### src/rtl/amin_pkg.sv
package amin_pkg;
  localparam int INSTR_W = 32;
  localparam int IDX_W   = 5;

  typedef enum logic [2:0] {
    S_IDLE, S_DECODE, S_READ, S_COMPUTE, S_WRITE, S_WRBACK, S_DONE
  } seq_state_e;

  typedef struct packed {
    logic             hit;
    logic             dword;
    logic [IDX_W-1:0] rs;
    logic [IDX_W-1:0] rn;
    logic [IDX_W-1:0] rt;
  } dec_t;
endpackage

### src/rtl/amin_decode.sv
module amin_decode
  import amin_pkg::*;
(
  input  logic [INSTR_W-1:0] instr,
  output dec_t               dec
);
  always_comb begin
    dec.hit   = instr[31] && (instr[29:27] == 3'b111) && !instr[26] &&
                (instr[25:22] == 4'b0000) && instr[21] && !instr[15] &&
                (instr[14:12] == 3'b111) && (instr[11:10] == 2'b00);
    dec.dword = instr[30];
    dec.rs    = instr[20:16];
    dec.rn    = instr[9:5];
    dec.rt    = instr[4:0];
  end
endmodule

### src/rtl/amin_minval.sv
module amin_minval #(
  parameter int DATA_W = 64
) (
  input  logic [DATA_W-1:0] a,
  input  logic [DATA_W-1:0] b,
  input  logic              dword,
  output logic [DATA_W-1:0] lo
);
  localparam int HALF = DATA_W / 2;

  logic [HALF-1:0] lo_half;

  always_comb begin
    lo_half = (a[HALF-1:0] < b[HALF-1:0]) ? a[HALF-1:0] : b[HALF-1:0];
    if (dword) lo = (a < b) ? a : b;
    else       lo = {{HALF{1'b0}}, lo_half};
  end
endmodule

### src/rtl/amin_seq.sv
module amin_seq
  import amin_pkg::*;
#(
  parameter int DATA_W        = 64,
  parameter int ADDR_W        = 64,
  parameter int SP_ALIGN_BITS = 4
) (
  input  logic               clk,
  input  logic               rst_n,
  input  logic               instr_valid,
  output logic               instr_ready,
  input  logic [INSTR_W-1:0] instr,
  output logic [INSTR_W-1:0] instr_q,
  input  dec_t               dec,
  output logic [IDX_W-1:0]   rs_idx,
  input  logic [DATA_W-1:0]  rs_val,
  output logic [IDX_W-1:0]   rn_idx,
  input  logic [ADDR_W-1:0]  rn_val,
  input  logic [ADDR_W-1:0]  sp_val,
  output logic               mem_req,
  output logic               mem_we,
  output logic               mem_lock,
  output logic               mem_dword,
  output logic [ADDR_W-1:0]  mem_addr,
  output logic [DATA_W-1:0]  mem_wdata,
  input  logic               mem_ack,
  input  logic [DATA_W-1:0]  mem_rdata,
  output logic [DATA_W-1:0]  loaded_q,
  output logic [DATA_W-1:0]  opnd_q,
  input  logic [DATA_W-1:0]  min_val,
  output logic               done,
  output logic               rd_we,
  output logic [IDX_W-1:0]   rd_idx,
  output logic [DATA_W-1:0]  rd_data,
  output logic               fault,
  output logic               reject
);
  localparam int HALF    = DATA_W / 2;
  localparam int W_LSB   = $clog2(HALF / 8);
  localparam int DW_LSB  = $clog2(DATA_W / 8);
  localparam logic [IDX_W-1:0]  IDX_SPECIAL = '1;
  localparam logic [ADDR_W-1:0] W_MASK  = {{(ADDR_W-W_LSB){1'b0}}, {W_LSB{1'b1}}};
  localparam logic [ADDR_W-1:0] DW_MASK = {{(ADDR_W-DW_LSB){1'b0}}, {DW_LSB{1'b1}}};
  localparam logic [ADDR_W-1:0] SP_MASK = {{(ADDR_W-SP_ALIGN_BITS){1'b0}}, {SP_ALIGN_BITS{1'b1}}};

  seq_state_e        state_q, state_d;
  logic [ADDR_W-1:0] base_q, base_sel;
  logic [DATA_W-1:0] newv_q, opnd_sel;
  logic              misalign;

  function automatic logic [DATA_W-1:0] fit(input logic [DATA_W-1:0] v, input logic dw);
    return dw ? v : {{HALF{1'b0}}, v[HALF-1:0]};
  endfunction

  always_comb begin
    base_sel = (dec.rn == IDX_SPECIAL) ? sp_val : rn_val;
    opnd_sel = (dec.rs == IDX_SPECIAL) ? '0 : rs_val;
    if (dec.rn == IDX_SPECIAL) misalign = |(base_sel & SP_MASK);
    else                       misalign = |(base_sel & (dec.dword ? DW_MASK : W_MASK));
  end

  always_comb begin
    state_d = state_q;
    unique case (state_q)
      S_IDLE:    if (instr_valid) state_d = S_DECODE;
      S_DECODE:  state_d = (!dec.hit || misalign) ? S_IDLE : S_READ;
      S_READ:    if (mem_ack) state_d = S_COMPUTE;
      S_COMPUTE: state_d = S_WRITE;
      S_WRITE:   if (mem_ack) state_d = S_WRBACK;
      S_WRBACK:  state_d = S_DONE;
      S_DONE:    state_d = S_IDLE;
      default:   state_d = S_IDLE;
    endcase
  end

  always_ff @(posedge clk) begin
    if (!rst_n) begin
      state_q  <= S_IDLE;
      instr_q  <= '0;
      base_q   <= '0;
      opnd_q   <= '0;
      loaded_q <= '0;
      newv_q   <= '0;
    end else begin
      state_q <= state_d;
      if (state_q == S_IDLE && instr_valid) instr_q <= instr;
      if (state_q == S_DECODE) begin
        base_q <= base_sel;
        opnd_q <= fit(opnd_sel, dec.dword);
      end
      if (state_q == S_READ && mem_ack) loaded_q <= fit(mem_rdata, dec.dword);
      if (state_q == S_COMPUTE) newv_q <= min_val;
    end
  end

  assign instr_ready = (state_q == S_IDLE);
  assign rs_idx      = dec.rs;
  assign rn_idx      = dec.rn;
  assign mem_req     = (state_q == S_READ) || (state_q == S_WRITE);
  assign mem_we      = (state_q == S_WRITE);
  assign mem_lock    = (state_q == S_READ) || (state_q == S_COMPUTE) || (state_q == S_WRITE);
  assign mem_dword   = dec.dword;
  assign mem_addr    = base_q;
  assign mem_wdata   = newv_q;
  assign done        = (state_q == S_DONE);
  assign rd_we       = done && (dec.rt != IDX_SPECIAL);
  assign rd_idx      = dec.rt;
  assign rd_data     = loaded_q;
  assign fault       = (state_q == S_DECODE) && dec.hit && misalign;
  assign reject      = (state_q == S_DECODE) && !dec.hit;

  // every request is made under the lock
  p_req_locked_r9: assert property (@(posedge clk) disable iff (!rst_n)
    mem_req |-> mem_lock);
  // lock is released only after a write acknowledge
  p_lock_hold_r9: assert property (@(posedge clk) disable iff (!rst_n)
    (mem_lock && !(mem_we && mem_ack)) |=> mem_lock);
  // stored value never exceeds either input
  p_wdata_min_r4: assert property (@(posedge clk) disable iff (!rst_n)
    (mem_req && mem_we) |-> (mem_wdata <= loaded_q && mem_wdata <= opnd_q));
  // completion lasts one cycle and the unit is ready afterwards
  p_done_pulse_r10: assert property (@(posedge clk) disable iff (!rst_n)
    done |=> (!done && instr_ready));
  // a fault leaves memory untouched
  p_fault_quiet_r7: assert property (@(posedge clk) disable iff (!rst_n)
    fault |=> (!mem_req && instr_ready));
  // no write to index 31
  p_rd_idx_r6: assert property (@(posedge clk) disable iff (!rst_n)
    rd_we |-> (rd_idx != IDX_SPECIAL));
  // 32-bit result carries zero upper half
  p_zext_r5: assert property (@(posedge clk) disable iff (!rst_n)
    (done && !mem_dword) |-> (rd_data[DATA_W-1:HALF] == '0));
endmodule

### src/rtl/amin_exec_unit.sv
module amin_exec_unit
  import amin_pkg::*;
#(
  parameter int DATA_W        = 64,
  parameter int ADDR_W        = 64,
  parameter int SP_ALIGN_BITS = 4
) (
  input  logic               clk,
  input  logic               rst_n,
  input  logic               instr_valid,
  output logic               instr_ready,
  input  logic [INSTR_W-1:0] instr,
  output logic [IDX_W-1:0]   rs_idx,
  input  logic [DATA_W-1:0]  rs_val,
  output logic [IDX_W-1:0]   rn_idx,
  input  logic [ADDR_W-1:0]  rn_val,
  input  logic [ADDR_W-1:0]  sp_val,
  output logic               mem_req,
  output logic               mem_we,
  output logic               mem_lock,
  output logic               mem_dword,
  output logic [ADDR_W-1:0]  mem_addr,
  output logic [DATA_W-1:0]  mem_wdata,
  input  logic               mem_ack,
  input  logic [DATA_W-1:0]  mem_rdata,
  output logic               done,
  output logic               rd_we,
  output logic [IDX_W-1:0]   rd_idx,
  output logic [DATA_W-1:0]  rd_data,
  output logic               fault,
  output logic               reject
);
  logic [INSTR_W-1:0] instr_q;
  dec_t               dec;
  logic [DATA_W-1:0]  loaded_q, opnd_q, min_val;

  amin_decode u_dec (.instr(instr_q), .dec(dec));

  amin_minval #(.DATA_W(DATA_W)) u_min (
    .a(loaded_q), .b(opnd_q), .dword(dec.dword), .lo(min_val)
  );

  amin_seq #(.DATA_W(DATA_W), .ADDR_W(ADDR_W), .SP_ALIGN_BITS(SP_ALIGN_BITS)) u_seq (
    .clk(clk), .rst_n(rst_n),
    .instr_valid(instr_valid), .instr_ready(instr_ready), .instr(instr),
    .instr_q(instr_q), .dec(dec),
    .rs_idx(rs_idx), .rs_val(rs_val), .rn_idx(rn_idx), .rn_val(rn_val), .sp_val(sp_val),
    .mem_req(mem_req), .mem_we(mem_we), .mem_lock(mem_lock), .mem_dword(mem_dword),
    .mem_addr(mem_addr), .mem_wdata(mem_wdata), .mem_ack(mem_ack), .mem_rdata(mem_rdata),
    .loaded_q(loaded_q), .opnd_q(opnd_q), .min_val(min_val),
    .done(done), .rd_we(rd_we), .rd_idx(rd_idx), .rd_data(rd_data),
    .fault(fault), .reject(reject)
  );
endmodule

### config.mk
export PLATFORM = sky130hd
export DESIGN_NAME = amin_exec_unit
export DESIGN_NICKNAME = d
export VERILOG_FILES = /design/src/rtl/amin_pkg.sv /design/src/rtl/amin_decode.sv /design/src/rtl/amin_minval.sv /design/src/rtl/amin_seq.sv /design/src/rtl/amin_exec_unit.sv
export SDC_FILE = /design/constraint.sdc
export NUM_CORES = 1
export LEC_CHECK = 0
export BUFFER_PORTS_ARGS = -buffer_cell sky130_fd_sc_hd__buf_2
export CAP_MARGIN = 40
export CORE_AREA = 2 2 196 198
export DETAILED_ROUTE_END_ITERATION = 16
export DIE_AREA = 0 0 198 200
export HOLD_SLACK_MARGIN = 0.08
export MAX_ROUTING_LAYER = met4
export PLACE_DENSITY = 0.75
export SYNTH_ARGS = -nofsm -noshare
export SYNTH_HDL_FRONTEND = slang
export SYNTH_SLANG_ARGS = --single-unit
### constraint.sdc
create_clock -name clk -period 2.8 [get_ports clk]
set_input_delay 0.56 -clock clk [delete_from_list [all_inputs] [get_ports clk]]
set_output_delay 0.56 -clock clk [all_outputs]
set_load 0.1 [all_outputs]
After elaboration in Yosys (flattened, before gate mapping):

Cells that the tools add are included.
W data, S select, Z words.

* word-level logic and storage cells: 63
* output and inout bits: 216
* register bits: 291

* mux-type cells: 14
* bitwise logic cells: 1
* order comparisons: 2
* reductions and logical operators: 26
* equal/unequal tests: 14

Operator list (number)
* $mux W64: 6
* $and A64 B64 Y64: 1
* $lt A64 B64 Y1: 1
* $reduce_or A64 Y1: 1
* $lt A32 B32 Y1: 1
* $mux W32: 1
* $pmux W3 S6: 1
* $eq A3 B3 Y1 const B: 5
* $logic_and A1 B1 Y1: 13
* $mux W3: 4
* $eq A5 B5 Y1 const B: 2
* $eq A3 B2 Y1 const B: 2
* $ne A5 B5 Y1 const B: 1
* $logic_not A4 Y1: 1
* $logic_or A1 B1 Y1: 4
* $ne A2 B2 Y1 const B: 2
* $reduce_or A4 Y1: 1
* $eq A3 B1 Y1 const B: 1
* $logic_not A1 Y1: 3
* $logic_not A3 Y1: 1
* $reduce_and A3 Y1: 1
* $logic_not A2 Y1: 1
* $mux W2: 1
* $ne A2 B1 Y1 const B: 1
* $mux W1: 1

Logic depth before layout (Yosys ltp):

* depth in word-level cells: 12
* gate-level depth with buffers: 11
* gate-level depth less buffers: 9

Hierarchy:

Synthesis repeated with hierarchy kept, for this count alone.

* cells, all modules: 1746
* area, all modules: 14330.0 um^2

By module, submodules not included
* amin_seq: cells an instance 1356, area an instance 11407.2 um^2, seq. area each 5825.6 um^2, instances 1
* amin_minval: cells an instance 369, area an instance 2753.9 um^2, seq. area each 0.0 um^2, instances 1
* amin_decode: cells an instance 21, area an instance 168.9 um^2, seq. area each 0.0 um^2, instances 1

Worst setup path before layout:

Ideal clock, no wire load.

* kind: register to output
* start point: reg u_seq.instr_q[30]
* end point: out fault
* arrival: 6.123 ns
* slack: -3.883 ns
* stages on the path, launching flop included: 4
* path through: dfxtp_1 -> clkbuf_1 -> a2111oi_0 -> a2111oi_0

* cells in the longest elaborated chain, start to end: 5

Ends and longest elaborated chain
* start: declaration: RTL line amin_seq.sv:13 `output logic [INSTR_W-1:0] instr_q,`
* start signal: assignment: RTL line amin_seq.sv:86 `if (state_q == S_IDLE && instr_valid) instr_q <= instr;`
* $mux W3: RTL line amin_seq.sv:59 `else misalign = |(base_sel & (dec.dword ? DW_MASK : W_MASK));`
* $and A64 B64 Y64: RTL line amin_seq.sv:59
* $reduce_or A64 Y1: RTL line amin_seq.sv:59
* $mux W1: RTL line amin_seq.sv:58 `if (dec.rn == IDX_SPECIAL) misalign = |(base_sel & SP_MASK);`
* $logic_and A1 B1 Y1: RTL line amin_seq.sv:109 `assign fault = (state_q == S_DECODE) && dec.hit && misalign;`
* end: declaration: RTL line amin_exec_unit.sv:30 `output logic fault,`

Every way passes these cells.

Final worst setup path:

* start point: reg u_seq.instr_q[22]
* end point: out fault

* cells in the longest elaborated chain, start to end: 8

Ends and longest elaborated chain
* $logic_not A4 Y1: RTL line amin_decode.sv:9 `(instr[25:22] == 4'b0000) && instr[21] && !instr[15] &&`
* $logic_and A1 B1 Y1: RTL line amin_decode.sv:8 `dec.hit = instr[31] && (instr[29:27] == 3'b111) && !instr[26] &&`
* $logic_and A1 B1 Y1 (3 in series): RTL line amin_decode.sv:9
* $logic_and A1 B1 Y1: RTL line amin_decode.sv:10 `(instr[14:12] == 3'b111) && (instr[11:10] == 2'b00);`
* $logic_and A1 B1 Y1 (2 in series): RTL line amin_seq.sv:109

Every way passes these cells.

==> metrics.yaml <==
status: "finished, final reports clean"
ys.flop_type: "dfxtp_1"
cp_max_fo: 2
cp-start-kind: "flip-flop"
wl_met2_um: 24490
synth-simple-area-share_pct: 16.85
cts_buffers: 35
drtIter0Drc: 665
start_util_pct: 37.04
htree_num_levels: 2
worstMarginPinSlew_ps: 861.3
yosys-top-cells-area: "dfxtp_1 42%, nand2_1 8.6%, ha_1 5.7%, a21boi_0 5.3%, mux2i_1 4.7%"
syn_area_um2: 13850
rows: 71
crit_path_top_delay_cell: "nor4b_2"
cp_data_arrival_time_ps: 2130
clkSinkCount: 291
dieWidth_um: 198
nets: 2384
finalSetupTns_ps: 0
first_global_vias: 13200
grt_pass1_wl_um: 74560
p_leak_nw: 8.363
power_density_nw_per_um2: 564.1
cp.required_ps: 2240
routabilityCongestion: 0.8955
hold_viol_final: 0
maxCapViolations: 0
fin_util_pct: 48.49
dpl_cell_area_um2: 16990
synth_top_cells_by_count: "316 x nand2_1, 291 x dfxtp_1, 100 x clkbuf_1, 98 x a21boi_0, 74 x o21ai_0"
cts_buffer_depth: 3
min_period_ps: 2686
cp-end-kind: "output port"
synthArstFlopShare_pct: 0
synth_edf_count: 0
antenna_found_initial: 12
setup-violations-final: 0
wl_met1_um: 19450
cts_tree: "built"
design.core.area_um2: 37400
synth_top_family_by_area: "compound AO/OA/AOI/OAI gates"
holdPathStages: 3
netlist.area_leader.share_pct: 42.06
synth_seq_area_share_pct: 42.06
hold_path.class: "in2reg"
timing.slew.headroom_pct: 42.58
area_growth_pct: 30.93
grt-ovfl-total: 0
synthMuxAreaShare_pct: 4.697
skew_ps: 12.55
syn_inst: 1588
reg2regPathDepth: 9
criticalPathCategory: "reg2out"
worstSkewPairLatency_ps: 530
fin_crit_sh_pct: 95.93
ctsHoldBuffers: 0
slew_violations: 0
path_clk_slew_ps: 60
design_area_um2: 18140
synth_fa_ha_area_share_pct: 5.691
highest_layer: "met4"
track_usage_pct: 24.94
crit_chain: "nor4b_2 -> nand3_1 -> a2111oi_4 -> buf_12"
synth_compound_area_share_pct: 24.21
io_buffers: 507
max_freq_ghz: 0.3723
ant_nets: 0
cts-root-buf: "clkbuf_16"
grt_max_degree: 129
synth_nets: 1943
rsz0062_at_grt: "false"
peakVddDrop_v: 0.0004381
die_area_um2: 39600
first_pass_iters: 5
die_y_um: 200
viasPerCell: 5.297
ys_types: 48
yosysWarnings: 0
pin_count: 508
synth_xor_area_share_pct: 0
yosysTopAreaCell: "dfxtp_1"
hpwl_um: 36420
synth.most_common_cell: "nand2_1"
finalPower_mw: 10.23
max_stage_delay_ps: 450
totalWireLength_um: 50070
drive_above_1_share_pct: 33.02
wl_met3_um: 4194
drc_errors: 0
synth-seq-cells: 291
avgSynthCellArea_um2: 8.723
wl_per_cell_um: 19.43
num_vias: 13650
state kept, by name, summed over array words and instances (netlist names):
| name | flops |
|---|---|
| u_seq.mem_addr | 64 |
| u_seq.instr_q | 32 |
| u_seq.mem_wdata | 64 |
| u_seq.state_q | 3 |
| u_seq.loaded_q | 64 |
| u_seq.opnd_q | 64 |
area by class of cell:
| class | instances | area, um2 |
|---|---|---|
| clock buffer | 55 | 1044 |
| fill | 3546 | 19260 |
| antenna | 13 | 32.53 |
| multi-input combinational | 1085 | 7237 |
| timing repair buffer | 550 | 3042 |
| inverter | 66 | 247.7 |
| sequential | 291 | 5858 |
| clock inverter | 6 | 36.28 |
| tap | 511 | 639.4 |
path summary, 6_finish.rpt:
path                    endpoint           startpoint  slack, ps
max                        fault    u_seq.instr_q[22]        110
min            u_seq.instr_q[30]            instr[30]        270
max reg2reg  u_seq.mem_wdata[26]     u_seq.opnd_q[55]        180
min reg2reg  u_seq.mem_wdata[62]  u_seq.mem_wdata[62]        460
worst max-delay path, delay by kind of cell (launching register included):
kind,cells,cell delay [ps]
buffers and inverters,1,220
AOI/OAI and AO/OA,1,370
and+or+nand+nor,2,680
DFF,1,320
cells in the final DEF (no fill, tap or decap), types with 5 or more instances in the layout:
cell,Yosys,routed
nand2_1,316,316
o211ai_2,30,30
ha_1,63,63
nand4_1,42,42
a21o_1,6,6
nor2b_1,65,65
nor2_1,9,7
clkbuf_1,100,13
dfxtp_1,291,265
inv_1,66,66
diode_2,0,13
clkbuf_16,0,37
a31oi_1,36,34
buf_4,15,31
dfxtp_2,0,26
a22oi_1,67,67
buf_12,0,13
buf_2,15,504
clkbuf_8,0,5
a21boi_0,98,98
a21oi_1,59,59
o21ai_0,74,74
o211a_1,64,64
nand3_1,41,41
mux2i_1,65,65
layer usage:
| metal | vias up | track usage, % |
|---|---|---|
| met5 | - | - |
| met4 | 0 | 11.45 |
| met3 | 104 | 5.981 |
| met2 | 626 | 41.47 |
| met1 | 6455 | 28.57 |
| li1 | 6466 | - |
stage by stage:
stage	hold WS (ps)	setup WS, ps	std cells
floorplan	438.2	-497.4	1588
global placement	444.5	238.0	2501
detailed placement	445.6	156.9	2502
CTS	235.1	87.71	2563
global route	265.0	7.507	2576
finish	265.7	113.9	2577
where the power goes:
group,internal (mW),switching [mW]
Combinational,0.436,1.10
Clock,2.56,1.80
Sequential,4.26,0.0790
cells by family (layout without fill, tap and decap cells):
group,after synthesis,count (layout)
AND/OR/NAND/NOR,506,506
AO/OA/AOI/OAI,451,451
flip-flops,291,291
buffers and inverters,212,677
multiplexers,65,65
adder cells (fa/ha/maj),63,63
other,0,13
what timing repair did:
action                                  4_1_cts  5_1_grt
resized for setup                             4        1
pin swaps                                     0        1
setup buffers                                 0        1
endpoints found under the setup margin        2       45
Note: power is estimated with default switching activity, not from simulation.
